[src/rtl/conv_seq.sv]
module conv_seq #(
  parameter int W      = 24,
  parameter int PERIOD = 1000,
  parameter int PWRUP  = 200,
  parameter int GUARD  = 50
) (
  input  logic         clk,
  input  logic         rst_n,
  input  logic [1:0]   mode,
  input  logic         mode_wr,
  input  logic         chan_chg,
  input  logic         rd_done,
  input  logic [W-1:0] mod_result,
  input  logic         mod_clamp,
  output logic         pwr_req,
  output logic         conv_start,
  output logic         data_load,
  output logic         rdy,
  output logic         err,
  output logic [W-1:0] data_q
);
  localparam int CW = $clog2(2*PERIOD + PWRUP + 1);
  localparam logic [1:0] M_CONT = 2'b00;
  localparam logic [1:0] M_SING = 2'b10;

  typedef enum logic [1:0] {S_OFF, S_PWR, S_CONV} st_t;

  st_t           st;
  logic [CW-1:0] cnt;
  logic          first;
  logic [1:0]    mreg;
  logic [CW-1:0] tgt;

  assign tgt        = first ? CW'(2*PERIOD-1) : CW'(PERIOD-1);
  assign data_load  = (st == S_CONV) && (cnt == tgt);
  assign conv_start = (st == S_CONV) && (cnt == '0);
  assign pwr_req    = (st != S_OFF);

  always_ff @(posedge clk) begin
    if (!rst_n) begin
      st <= S_CONV; cnt <= '0; first <= 1'b1; mreg <= M_CONT;
      rdy <= 1'b1; err <= 1'b0; data_q <= '0;
    end else if (mode_wr) begin
      mreg <= mode; rdy <= 1'b1; cnt <= '0; first <= 1'b1;
      if (mode == M_CONT) begin
        st <= S_CONV; err <= 1'b0;
      end else if (mode == M_SING) begin
        st <= S_PWR; err <= 1'b0;
      end else begin
        st <= S_OFF;
      end
    end else if (chan_chg && st != S_OFF) begin
      rdy <= 1'b1; cnt <= '0; first <= 1'b1;
      st <= (mreg == M_SING) ? S_PWR : S_CONV;
    end else begin
      case (st)
        S_PWR: begin
          if (cnt == CW'(PWRUP-1)) begin
            st <= S_CONV; cnt <= '0; first <= 1'b1;
          end else begin
            cnt <= cnt + 1'b1;
          end
          if (rd_done) rdy <= 1'b1;
        end
        S_CONV: begin
          if (data_load) begin
            data_q <= mod_result; err <= mod_clamp; rdy <= 1'b0;
            cnt <= '0; first <= 1'b0;
            if (mreg == M_SING) st <= S_OFF;
          end else begin
            cnt <= cnt + 1'b1;
            if (rd_done || cnt == tgt - CW'(GUARD)) rdy <= 1'b1;
          end
        end
        default: if (rd_done) rdy <= 1'b1;
      endcase
    end
  end
endmodule

[config.mk]
export PLATFORM = sky130hd
export DESIGN_NAME = conv_seq
export DESIGN_NICKNAME = d
export VERILOG_FILES = /design/src/rtl/conv_seq.sv
export SDC_FILE = /design/constraint.sdc
export NUM_CORES = 1
export LEC_CHECK = 0
export BUFFER_PORTS_ARGS = -buffer_cell sky130_fd_sc_hd__buf_2
export CAP_MARGIN = 20
export CORE_UTILIZATION = 52
export DETAILED_ROUTE_END_ITERATION = 12
export GPL_TIMING_DRIVEN = 0
export PLACE_DENSITY = 0.8
export SLEW_MARGIN = 20
export SYNTH_ARGS = -nofsm -noshare
export SYNTH_HDL_FRONTEND = slang
export SYNTH_SLANG_ARGS = --single-unit
[constraint.sdc]
create_clock -name clk -period 2.1 [get_ports clk]
set_clock_uncertainty 0.2 [all_clocks]
set_input_delay 0.315 -clock clk [delete_from_list [all_inputs] [get_ports clk]]
set_output_delay 0.315 -clock clk [all_outputs]
set_load 0.05 [all_outputs]
-- Word level (Yosys, flattened, before mapping)
Index checks and enable logic that the tools add are counted.
- bits in registers: 43
- logic and storage cells: 71
- reduce and logical (&&, ||, !) cells: 18
- muxes and demuxes: 26
- add/sub/neg operators: 2
- bitwise operators: 3
- eq/ne operators: 15
- operator list (cell ; count):
    $mux 12 ; 2
    $pmux 12 s2 ; 1
    $mux 2 ; 7
    $mux 1 ; 13
    $add 12x1->12 const B ; 1
    $eq 12x11->1 ; 1
    $eq 12x12->1 ; 1
    $eq 12x8->1 const B ; 1
    $logic_not 12->1 ; 1
    $reduce_and 4->1 ; 3
    $sub 11x6->12 const B ; 1
    $mux 11 ; 1
    $reduce_bool 2->1 ; 5
    $eq 2x2->1 const B ; 3
    $ne 2x2->1 const B ; 3
    $ne 4x2->1 const B ; 1
    $ne 4x3->1 const B ; 1
    $ne 4x4->1 const B ; 1
    $pmux 2 s2 ; 1
    $reduce_bool 4->1 ; 1
    $logic_and 1x1->1 ; 3
    $ne 3x1->1 const B ; 1
    $ne 3x2->1 const B ; 1
    $not 1->1 ; 3
    other kinds (7) ; 7

-- Depth between registers and ports, before layout
- depth in word-level cells: 7
- gate-level depth with buffers: 8
- depth with buffers taken out: 6

-- Worst setup path before layout
Ideal clock, no wire load.
- path type: register to output
- start point: register st[0]
- end point: output conv_start
- arrival: 1.601 ns
- slack: -0.016 ns
- data required time: 1.585 ns
- stages on the path, launching flop included: 7
- cell sequence: dfxtp_1 > inv_1 > ha_1 > clkbuf_1 > nor2b_1 > nor3b_1 > and4_1
- word-level cells in the longest chain between the ends: 2
- RTL lines (element ; line ; text):
    from (decl) ; 28 ; st_t st;
    from (signal assigned) ; 54 ; st <= (mreg == M_SING) ? S_PWR : S_CONV;
    $eq 2x2->1 ; 36 ; assign conv_start = (st == S_CONV) && (cnt == '0);
    $logic_and 1x1->1 ; 36 ;
    to (decl) ; 16 ; output logic conv_start,
Every way passes these cells.

-- Worst setup path after layout
- start point: register cnt[3]
- end point: output data_load
- word-level cells in the longest chain between the ends: 2
- RTL lines (element ; line ; text):
    from (decl) ; 29 ; logic [CW-1:0] cnt;
    from (signal assigned) ; 61 ; cnt <= cnt + 1'b1;
    from (signal assigned) ; 71 ; cnt <= cnt + 1'b1;
    $eq 12x11->1 ; 35 ; assign data_load = (st == S_CONV) && (cnt == tgt);
    $logic_and 1x1->1 ; 35 ;
    to (decl) ; 17 ; output logic data_load,
Every way passes these cells.

==> flow_summary_export.csv <==
group,metric,value,unit
outcome,status,"finished, violations left",
outcome,violations,"setup timing",
synth,yosysMostFrequentCell,"dfxtp_1",
setup_path,cp_max_fo,7,
die,fp.dieW,66.7,um
die,pin_count,61,
synth,syn-num-nets,295,
sta,setup_viol,1,
synth,synth_top_cell_by_area,"dfxtp_1",
synth,mappedNetlistArea,2180,um2
clock_network,h-tree-depth,2,
cells_and_area,fin_cells,382,
die,start_util,54.5,%
global_routing,grt.overflow.total,0,
synth,yosys-top-cells-count,"43 x dfxtp_1, 28 x a21oi_1, 28 x nand3_1",
cells_and_area,final_nets,369,
synth,yosys.cell_types.count,45,
cells_and_area,nFillCells,323,
synth,synth.top_cell.area_share,39.5,%
setup_path,critPathBufInv,3,
global_routing,grt_use_met2,37.5,%
setup_path,critPathCaptureType,"output pin",
clock_network,clock_latency,0.29,ns
cells_and_area,postLayoutCoreUtil,71.0,%
global_routing,antenna_found_initial,0,
synth,synth_edf_count,0,
setup_path,startpoint,"cnt[3]$_SDFFE_PP0P_",
min_path,hp-start,"mod_result[4]",
cells_and_area,drive_gt1_share,35.5,%
global_routing,track_usage,25.0,%
synth,netlist_top_cells_area,"dfxtp_1 40%, a21oi_1 6.4%, nand3_1 6.4%",
route,wl,5530,um
pwr,ir_drop,462,uV
sta,rsz0062_at_grt,"yes",
sta,worstMarginPinSlew,0.534,ns
run,drv_cap,0,
place,placed_cells,367,
global_routing,grt_pass1_wl,8310,um
die,core,4000,um2
sta,relSlewSlack,63.5,%
setup_path,start_kind,"flip-flop",
place,hpwl,3800,um
place,port_buffers,60,
clock_network,root_buffer,"clkbuf_8",
place,post-place-ws,-0.188,ns
sta,drv_slew,0,
die,die_y,66.7,um
pwr,p_leak,1.16,nW
route,firstDrtPassIters,4,
sta,period_needed,2.12,ns
synth,async_flop_share,0,%
setup_path,critical_path.cell_chain,"buf_6 > nor4b_4 > o2111ai_4 > inv_2 > buf_8",
sta,timing.fmax,471,MHz
synth,yosys_warnings,0,
place,gp_congestion,0.886,
setup_path,critical_path_class,"reg -> out",
synth,ys_ff_latch,43,
die,fp-row-count,23,
global_routing,grt_pass1_vias,1781,
setup_path,cp.required,1.58,ns
min_path,hp-class,"in -> reg",
setup_path,path_delay_family,"simple AND/OR/NAND/NOR gates",
synth,ys_dominant_reg_cell,"dfxtp_1",
synth,yosysSeqAreaShare,39.5,%
setup_path,critPathMaxStageDelay,0.44,ns
clock_network,clk_path_buf_depth,2,
setup_path,cp_slowest_cell,"nor4b_4",
clock_network,numClockSinks,43,
sta,fin_ws,-0.0239,ns
route,viasPerCell,5.65,
synth,netlist_instances,257,
route,drc,0,
die,dieArea,4450,um2
clock_network,cts_made_buffers,5,
global_routing,use_met3,5.82,%
clock_network,clk_pin_slew,0.08,ns
cells_and_area,area_growth,30.4,%
cells_and_area,antenna_cells,0,
clock_network,cts_tree,"built",
pwr,power.density,668,nW/um2
route,avgRoutedWirePerCell,14.5,um
clock_network,holdBufCountCts,0,
route,ant_nets,0,
global_routing,grt_start_max_net_pins,14,
setup_path,r2r_start,"cnt[3]$_SDFFE_PP0P_",
sta,post-route-period-util,101,%
sta,hold_viol_final,0,
route,drtIter0Drc,162,
global_routing,gr-usage-met1,34.9,%
setup_path,crit_arrival,1.61,ns
global_routing,grt-busiest-layer,"met2",
route,dr_total_vias,2158,
synth,syn_avg_cell_area,8.48,um2
place,dpl-instance-area,2540,um2
cells_and_area,fin_area,2840,um2
-- area by class of cell --
cell class,count,area [um2],share of cell area [%]
sequential,43,871,30.7
inverter,10,37.5,1.32
multi-input combinational,181,1220,43.0
buffer,21,128,4.49
tap,50,62.6,2.20
clock inverter,2,60.1,2.11
clock buffer,6,72.6,2.56
timing repair buffer,69,388,13.7
-- routing by layer --
metal | vias up | share of wire (%)
met5 | - | 0
met4 | 0 | 0.80
met3 | 4 | 5.9
met2 | 65 | 50
met1 | 1012 | 43
li1 | 1077 | -
-- path summary, 6_finish.rpt --
path,end,slack [ns],cells past startpoint
max reg2reg,first$_SDFFE_PP1P_,0.06,7
max,data_load,-0.02,5
min,data_q[4]$_SDFFE_PN0P_,0.06,3
min reg2reg,mreg[1]$_SDFFE_PN0P_,0.26,2
-- repair_timing --
action | in CTS | in global routing
setup endpoints to repair | 25 | 35
setup buffers | 3 | 6
pin swaps | 3 | 5
gates resized for setup | 19 | 24
-- metrics by stage --
stage | hold slack (ns) | TNS, ns | total power, mW
finish | 0.0642 | -0.0239 | 1.90
floorplan | 0.232 | 0 | 1.03
global route | 0.0530 | -0.114 | 1.97
global placement | 0.243 | -1.02 | 1.11
detailed placement | 0.245 | -2.18 | 1.12
CTS | 0.0625 | 0 | 1.89
-- power breakdown --
part	leakage, nW	switching, mW	internal, mW
Combinational	0.745	0.179	0.125
Sequential	0.350	0.0123	0.826
Clock	0.0654	0.281	0.475
Total	1.16	0.473	1.43
-- cell usage in the layout, fill, tap and decap left out, types with 7 or more instances in the layout --
cell,instances
a211oi_1,7
a21oi_1,28
buf_2,65
buf_4,11
dfxtp_1,37
inv_1,8
nand2_1,9
nand2b_1,7
nand3_1,28
nand4_1,8
nor2_1,8
o21ai_0,26
-- sequential cells by signal, indices dropped and copies added, names as in the netlist --
name    flops
cnt        12
data_q     24
err         1
first       1
mreg        2
rdy         1
st          2
-- tightest hold or removal path: stages --
cell and delay, ns:
buf_2 0.10, nand3_1 0.05, a21oi_1 0.06
-- cell families after synthesis --
group / share of synthesized area [%]
AO/OA/AOI/OAI: 21.4
flip-flops: 39.5
adder cells (fa/ha/maj): 3.45
multiplexers: 1.84
XOR/XNOR: 2.81
buffers and inverters: 7.12
AND/OR/NAND/NOR: 23.8
Power figures use the tool's default switching activity.
